### src/rtl/ring_frame_pkg.sv
package ring_frame_pkg;
  localparam logic [15:0] ST_OWN   = 16'h8000;  // tx ready / rx empty
  localparam logic [15:0] ST_LAST  = 16'h0800;
  localparam logic [15:0] ST_FIRST = 16'h0400;
  localparam logic [15:0] ST_PHY   = 16'h0008;
  localparam logic [15:0] ST_SIZE  = 16'h0004;
  localparam int DESC_BYTES = 16;
  localparam int DESC_WORDS = 4;

  typedef enum logic [2:0] {S_IDLE, S_TX, S_TX_WB, S_RX, S_RX_WB} engState_t;

  typedef struct packed {
    logic        wbTx;
    logic        wbRx;
    logic        phyErr;
    logic        sizeErr;
    logic [15:0] rxLen;
  } engStrobe_t;
endpackage

### src/rtl/ring_desc_store.sv
module ring_desc_store
  import ring_frame_pkg::*;
#(
  parameter int RING_DESC = 8,
  parameter int OFF_W = 8,
  parameter int SW_AW = 6,
  parameter int MEM_AW = 16
) (
  input  logic              clk,
  input  logic              rstN,
  input  logic              swWe,
  input  logic [SW_AW-1:0]  swAddr,
  input  logic [31:0]       swWData,
  output logic [31:0]       swRData,
  input  engStrobe_t        stb,
  input  logic [OFF_W-1:0]  txOff,
  input  logic [OFF_W-1:0]  rxOff,
  output logic              txOwn,
  output logic [15:0]       txLen,
  output logic [MEM_AW-1:0] txBuf,
  output logic              rxOwn,
  output logic [MEM_AW-1:0] rxBuf
);
  localparam int RING_WORDS = RING_DESC * DESC_WORDS;
  localparam int TOTAL_WORDS = 2 * RING_WORDS;

  logic [31:0] store [TOTAL_WORDS];
  logic [SW_AW-1:0] txW0, rxW0;
  logic [31:0] txWord0, txWord3, rxWord0, rxWord3;
  logic [15:0] rxStatus;

  assign rxW0 = SW_AW'(rxOff >> 2);
  assign txW0 = SW_AW'(RING_WORDS) + SW_AW'(txOff >> 2);

  assign txWord0 = store[txW0];
  assign txWord3 = store[txW0 + SW_AW'(3)];
  assign rxWord0 = store[rxW0];
  assign rxWord3 = store[rxW0 + SW_AW'(3)];

  assign txOwn = txWord0[31];
  assign txLen = txWord0[15:0];
  assign txBuf = txWord3[MEM_AW-1:0];
  assign rxOwn = rxWord0[31];
  assign rxBuf = rxWord3[MEM_AW-1:0];
  assign swRData = store[swAddr];

  assign rxStatus = ST_FIRST | ST_LAST | (stb.phyErr ? ST_PHY : 16'h0)
                  | (stb.sizeErr ? ST_SIZE : 16'h0);

  always_ff @(posedge clk) begin
    if (!rstN) begin
      for (int i = 0; i < TOTAL_WORDS; i++) store[i] <= '0;
    end else if (swWe) begin
      store[swAddr] <= swWData;
    end else if (stb.wbTx) begin
      store[txW0] <= {txWord0[31:16] & ~ST_OWN, txWord0[15:0]};
    end else if (stb.wbRx) begin
      // status and length land together: empty never clears with a stale length
      store[rxW0] <= {rxStatus, stb.rxLen};
    end
  end
endmodule

### src/rtl/ring_engine_ctrl.sv
module ring_engine_ctrl
  import ring_frame_pkg::*;
#(
  parameter int OFF_W = 8,
  parameter int MEM_AW = 16
) (
  input  logic              clk,
  input  logic              rstN,
  input  logic              swWe,
  input  logic [OFF_W-1:0]  ringBytes,
  input  logic [OFF_W-1:0]  txInOff,
  input  logic              gracefulStop,
  input  logic [4:0]        maxLenLog2,
  input  logic              txOwn,
  input  logic [15:0]       txLen,
  input  logic [MEM_AW-1:0] txBuf,
  input  logic              rxOwn,
  input  logic [MEM_AW-1:0] rxBuf,
  output logic [OFF_W-1:0]  txOutOff,
  output logic [OFF_W-1:0]  rxInOff,
  output engStrobe_t        stb,
  output logic [MEM_AW-1:0] memAddr,
  output logic              memWe,
  output logic [7:0]        memWData,
  input  logic [7:0]        memRdData,
  output logic              txValid,
  output logic [7:0]        txData,
  output logic              txLast,
  input  logic              txReady,
  input  logic              rxValid,
  input  logic [7:0]        rxData,
  input  logic              rxLast,
  input  logic              rxErr,
  output logic              rxReady
);
  engState_t state;
  logic [15:0] cnt, len;
  logic [MEM_AW-1:0] base;
  logic phyErr, sizeErr;
  logic [16:0] maxLen;
  logic canStore, txPending;

  function automatic logic [OFF_W-1:0] stepOff(input logic [OFF_W-1:0] off,
                                               input logic [OFF_W-1:0] ring);
    logic [OFF_W:0] nxt;
    nxt = {1'b0, off} + (OFF_W+1)'(DESC_BYTES);
    return (nxt >= {1'b0, ring}) ? '0 : nxt[OFF_W-1:0];
  endfunction

  assign maxLen    = (maxLenLog2 > 5'd16) ? 17'h10000 : (17'd1 << maxLenLog2);
  assign canStore  = {1'b0, cnt} < maxLen;
  assign txPending = (txInOff != txOutOff) && !gracefulStop && txOwn;

  assign txValid  = (state == S_TX);
  assign txData   = memRdData;
  assign txLast   = txValid && (cnt == len - 16'd1);
  assign rxReady  = (state == S_RX);
  assign memAddr  = base + MEM_AW'(cnt);
  assign memWe    = rxReady && rxValid && canStore;
  assign memWData = rxData;

  assign stb.wbTx    = (state == S_TX_WB) && !swWe;
  assign stb.wbRx    = (state == S_RX_WB) && !swWe;
  assign stb.phyErr  = phyErr;
  assign stb.sizeErr = sizeErr;
  assign stb.rxLen   = cnt;

  always_ff @(posedge clk) begin
    if (!rstN) begin
      state    <= S_IDLE;
      cnt      <= '0;
      len      <= '0;
      base     <= '0;
      phyErr   <= 1'b0;
      sizeErr  <= 1'b0;
      txOutOff <= '0;
      rxInOff  <= '0;
    end else begin
      unique case (state)
        S_IDLE: begin
          cnt <= '0;
          if (txPending) begin
            len   <= txLen;
            base  <= txBuf;
            state <= (txLen == 16'd0) ? S_TX_WB : S_TX;
          end else if (rxValid && rxOwn) begin
            base    <= rxBuf;
            phyErr  <= 1'b0;
            sizeErr <= 1'b0;
            state   <= S_RX;
          end
        end
        S_TX: if (txReady) begin
          cnt <= cnt + 16'd1;
          if (txLast) state <= S_TX_WB;
        end
        S_TX_WB: if (!swWe) begin
          txOutOff <= stepOff(txOutOff, ringBytes);
          state    <= S_IDLE;
        end
        S_RX: if (rxValid) begin
          if (canStore) cnt <= cnt + 16'd1;
          else sizeErr <= 1'b1;
          if (rxErr) phyErr <= 1'b1;
          if (rxLast) state <= S_RX_WB;
        end
        S_RX_WB: if (!swWe) begin
          rxInOff <= stepOff(rxInOff, ringBytes);
          state   <= S_IDLE;
        end
        default: state <= S_IDLE;
      endcase
    end
  end
endmodule

### src/rtl/ring_frame_engine.sv
module ring_frame_engine
  import ring_frame_pkg::*;
#(
  parameter int RING_DESC = 8,
  parameter int MEM_AW = 16,
  localparam int OFF_W = $clog2(RING_DESC * DESC_BYTES) + 1,
  localparam int SW_AW = $clog2(2 * RING_DESC * DESC_WORDS)
) (
  input  logic              clk,
  input  logic              rstN,
  input  logic              swWe,
  input  logic [SW_AW-1:0]  swAddr,
  input  logic [31:0]       swWData,
  output logic [31:0]       swRData,
  input  logic [OFF_W-1:0]  ringBytes,
  input  logic [OFF_W-1:0]  txInOff,
  input  logic              gracefulStop,
  input  logic [4:0]        maxLenLog2,
  output logic [OFF_W-1:0]  txOutOff,
  output logic [OFF_W-1:0]  rxInOff,
  output logic [MEM_AW-1:0] memAddr,
  output logic              memWe,
  output logic [7:0]        memWData,
  input  logic [7:0]        memRdData,
  output logic              txValid,
  output logic [7:0]        txData,
  output logic              txLast,
  input  logic              txReady,
  input  logic              rxValid,
  input  logic [7:0]        rxData,
  input  logic              rxLast,
  input  logic              rxErr,
  output logic              rxReady
);
  engStrobe_t stb;
  logic txOwn, rxOwn;
  logic [15:0] txLen;
  logic [MEM_AW-1:0] txBuf, rxBuf;

  ring_desc_store #(.RING_DESC(RING_DESC), .OFF_W(OFF_W), .SW_AW(SW_AW), .MEM_AW(MEM_AW)) uStore (
    .clk(clk), .rstN(rstN), .swWe(swWe), .swAddr(swAddr), .swWData(swWData),
    .swRData(swRData), .stb(stb), .txOff(txOutOff), .rxOff(rxInOff),
    .txOwn(txOwn), .txLen(txLen), .txBuf(txBuf), .rxOwn(rxOwn), .rxBuf(rxBuf)
  );

  ring_engine_ctrl #(.OFF_W(OFF_W), .MEM_AW(MEM_AW)) uCtrl (
    .clk(clk), .rstN(rstN), .swWe(swWe), .ringBytes(ringBytes), .txInOff(txInOff),
    .gracefulStop(gracefulStop), .maxLenLog2(maxLenLog2), .txOwn(txOwn), .txLen(txLen),
    .txBuf(txBuf), .rxOwn(rxOwn), .rxBuf(rxBuf), .txOutOff(txOutOff), .rxInOff(rxInOff),
    .stb(stb), .memAddr(memAddr), .memWe(memWe), .memWData(memWData),
    .memRdData(memRdData), .txValid(txValid), .txData(txData), .txLast(txLast),
    .txReady(txReady), .rxValid(rxValid), .rxData(rxData), .rxLast(rxLast),
    .rxErr(rxErr), .rxReady(rxReady)
  );
endmodule

### config.mk
export PLATFORM = sky130hd
export DESIGN_NAME = ring_frame_engine
export DESIGN_NICKNAME = d
export VERILOG_FILES = /design/src/rtl/ring_frame_pkg.sv /design/src/rtl/ring_desc_store.sv /design/src/rtl/ring_engine_ctrl.sv /design/src/rtl/ring_frame_engine.sv
export SDC_FILE = /design/constraint.sdc
export NUM_CORES = 2
export LEC_CHECK = 0
export ABC_CLOCK_PERIOD_IN_PS = 6500
export CELL_PAD_IN_SITES_DETAIL_PLACEMENT = 1
export CELL_PAD_IN_SITES_GLOBAL_PLACEMENT = 1
export CORE_ASPECT_RATIO = 0.6
export CORE_MARGIN = 10
export CORE_UTILIZATION = 25
export DETAILED_ROUTE_END_ITERATION = 16
export GPL_TIMING_DRIVEN = 0
export HOLD_SLACK_MARGIN = 0.1
export PLACE_DENSITY = 0.42
export SLEW_MARGIN = 20
export SYNTH_ARGS = -nofsm -noshare
export SYNTH_HDL_FRONTEND = slang
export SYNTH_SLANG_ARGS = --single-unit
### constraint.sdc
create_clock -name clk -period 6.5 [get_ports clk]
set_input_delay 0.975 -clock clk [delete_from_list [all_inputs] [get_ports clk]]
set_output_delay 0.975 -clock clk [all_outputs]
set_load 0.02 [all_outputs]
==> summary.txt <==
Status
  – Status: finished with violations
  – Failing checks: negative setup slack

Routing
  – Initial DRC Count: between 15k and 20k
  – Residual DRC: 0
  – Pre-antenna DRT Iters: 5
  – Routed vias: 80.0k
  – WL final: 658 mm
  – Wirelength per Cell: 48.4 um
  – DR vias/cell: just under 6
  – Antenna viol nets, final: 0

Logic synthesis
  – Syn Inst Count: 7109
  – Number of synthesized flops with an enable pin: 2048
  – Synth Flop Type: edfxtp_1
  – Post-synth top cells: 2092 x nor2_1, 2048 x edfxtp_1, 1228 x mux4_2
  – Cell Area, Synth: approximately 110000 um2
  – Top-count cell post-synth: nor2_1
  – Synth top area cells: edfxtp_1 57%, mux4_2 26%, nor2_1 7.3%
  – Yosys cell types: 86
  – #FFs+latches synth: 2117
  – Mean area per synthesized cell: 15.2 um2
  – Yosys warnings: 0
  – Post-synth ARST share: 0%
  – Seq/Total Area, Yosys: between 50% and 60%
  – Yosys top cell area share: between 50% and 60%
  – Yosys top cell by area: edfxtp_1

Die
  – Die width: a little under 900 um
  – Row cnt: approximately 190
  – Top Ports: 167
  – Initial Utilization: 25.2%
  – Die H: 529 um
  – Die Area: approximately 460000 um2
  – Core footprint: 429000 um2

Worst hold path
  – Min-Delay Endpoint: uCtrl.base[8]
  – Hold path start: uCtrl.base[8]
  – HP Class: register to register
  – Hold Path Depth: 2

Timing
  – Hold Fails Final Rpt: 0
  – Minimum clock period: 6.59 ns
  – RSZ-0062 raised after global routing: false
  – FMAX: ~150 MHz
  – Final setup viols: 19
  – Period utilization: 101%
  – Setup ws final: -0.0923 ns
  – Worst-Margin Slew: approximately 1.3 ns
  – WHS: 0.554 ns
  – Setup Skew: 0.0535 ns
  – Max Slew Vio Count: 0
  – Rel. slew slack: 14.5%

Global route
  – GRT Residual Overflow: 0
  – Grt peak-use layer: met1
  – Largest net degree at the start of global routing: 33
  – Vias in the first global route: 73.4k
  – GR Layer Usage met1: 40.0%
  – Initial antenna violation count: between 150 and 200
  – GRT Util Overall: 27.7%
  – Grt met2 use: 34.5%
  – Global-route wire length before repair: 827 mm
  – Grt met3 use: ~17%

Placed design
  – DP HPWL: between 500 and 600 mm
  – PortBufs: 139
  – Placed cells: 13.1k
  – Routability cong.: between 0.9 and 1

Clock tree
  – Root Driver: clkbuf_16
  – CTS tree: done
  – Clock buffer depth: 4
  – CTS Sinks: 2117
  – H-tree depth: 4
  – Worst-skew pair later-pin latency: 0.97 ns
  – Post-CTS Setup Repair Bufs: 0
  – Clock slew at reported path FFs: approximately 0.07 ns
  – Num CTS Buffers: 226

Cells and area
  – Area grow syn2layout: 18.0%
  – FF/Latch Area: 62900 um2
  – Filler cells: 44.9k
  – Non-Filler Instances: about 14k
  – Multi-input logic area: 42400 um2
  – Nets: 7733
  – Fraction of layout cells with a size suffix above 1: 30.9%
  – Post-layout util: between 20% and 30%

Power
  – P_leak: between 40 and 50 nW
  – Power Density: 279 nW/um2
  – Peak VDD IR: 0.218 mV
  – Overall power: 35.6 mW

Critical path
  – Worst R2R Setup Slack: -0.09 ns
  – Reg2reg end: uCtrl.base[15]
  – Crit path max fanout: 10
  – Setup crit end kind: register
  – Crit path DAT: 7.38 ns
  – FF-to-FF path depth: 13
  – WS Path Type: register to register
  – Critical Path Start Type: register
  – Reg2reg start: uCtrl.rxInOff[2]
  – Worst endpoint required time: approximately 7.3 ns

Job
  – Max-cap violations: 0
## worst max-delay path, stage by stage, from the launching register on
cell	delay, ns
dfxtp_1	0.57
buf_2	0.32
buf_2	0.41
buf_4	0.46
buf_4	0.45
inv_1	0.18
ha_1	0.48
clkbuf_4	0.53
clkbuf_2	0.65
mux4_2	0.44
mux4_2	0.64
a211oi_1	0.81
a211o_1	0.29
a31oi_1	0.10
## worst max path at each step
stage	end	slack (ns)	startpoint	depth (start not counted)
after floorplan	swRData[17]	1.93	swAddr[0]	6
after global placement	swRData[11]	-3.20	swAddr[0]	8
after detailed placement	uCtrl.base[11]	-1.18	uCtrl.rxInOff[2]	14
after CTS	uCtrl.base[4]	0.004	uCtrl.rxInOff[2]	13
after global routing	uCtrl.base[10]	0.01	uCtrl.rxInOff[2]	14
final	uCtrl.base[15]	-0.09	uCtrl.rxInOff[2]	13
## through the flow
step / setup WS (ns) / setup TNS, ns / instance area (um2)
final: -0.0923 / -0.780 / 128000
after global routing: 0.0149 / 0 / 127000
after CTS: 0.00446 / 0 / 127000
after detailed placement: -1.18 / -180.39 / 120000
after global placement: -3.20 / -4812.67 / 117000
after floorplan: 1.93 / 0 / 108000
## registers in the layout, indices dropped and copies added, names as in the netlist, named ones only
| register | count |
|---|---|
| uCtrl.txOutOff | 4 |
| uCtrl.sizeErr | 1 |
| uStore.store | 2048 |
| uCtrl.state | 3 |
| uCtrl.len | 16 |
| uCtrl.phyErr | 1 |
| uCtrl.cnt | 16 |
| uCtrl.base | 16 |
| uCtrl.rxInOff | 6 |
## cells by family (layout without fill, tap and decap cells)
kind of cell / count (synthesis) / after routing / share of synthesized area [%]
AND/OR/NAND/NOR: 2565 / 2565 / 9.61
flip-flops: 2117 / 2117 / 58.1
multiplexers: 1286 / 1286 / 26.1
buffers and inverters: 789 / 1464 / 3.43
AO/OA/AOI/OAI: 248 / 248 / 1.66
XOR/XNOR: 57 / 57 / 0.469
adder cells (fa/ha/maj): 46 / 46 / 0.539
other: 1 / 81 / 0.00347
## routing by layer
metal	routed length [um]	up-vias	part of all wire, %
li1	-	28469	-
met5	700	-	0.11
met1	288000	44712	44
met2	242000	6011	37
met4	14300	80	2.2
met3	113000	735	17
## final cells by class
cell class                 count  area share [%]
antenna                       75           0.147
buffer                       761            3.03
clock buffer                 293            4.74
clock inverter               120           0.763
inverter                      28          0.0824
multi-input combinational   4208            33.2
sequential                  2117            49.3
tap                         5734            5.62
timing repair buffer         262            3.15
## layout by cell type (no fill, tap or decap), drive strengths merged, types with 8 or more instances in the layout
| cell | instances |
|---|---|
| ha | 45 |
| a211o | 32 |
| nand2 | 209 |
| clkinv | 100 |
| bufinv | 16 |
| mux2i | 42 |
| nand2b | 40 |
| a22oi | 29 |
| dfxtp | 69 |
| mux4 | 1229 |
| diode | 75 |
| buf | 578 |
| edfxtp | 2048 |
| o21ai | 39 |
| o21a | 8 |
| nor2b | 34 |
| a31oi | 22 |
| a211oi | 23 |
| clkdlybuf4s50 | 139 |
| nand3 | 30 |
| a21oi | 50 |
| clkbuf | 598 |
| inv | 29 |
| mux2 | 15 |
| xor2 | 16 |
| nor4 | 19 |
| nor2 | 2136 |
| nor3 | 42 |
| xnor2 | 41 |
| nand4 | 11 |
## where the power goes
group	internal (mW)	leakage (nW)	switching [mW]	total, mW
Clock	7.16	3.45	6.24	13.4
Combinational	1.88	17.5	4.37	6.25
Sequential	15.5	21.7	0.453	15.9
Total	24.5	42.7	11.1	35.6
## repair_timing
item / 4_1_cts / 5_1_grt
hold buffers: 0 / 0
endpoints found under the hold margin: 0 / 0
setup endpoints to repair: 81 / 16
gates resized for setup: 30 / 10
No activity file was read; power rests on OpenSTA's default activity.
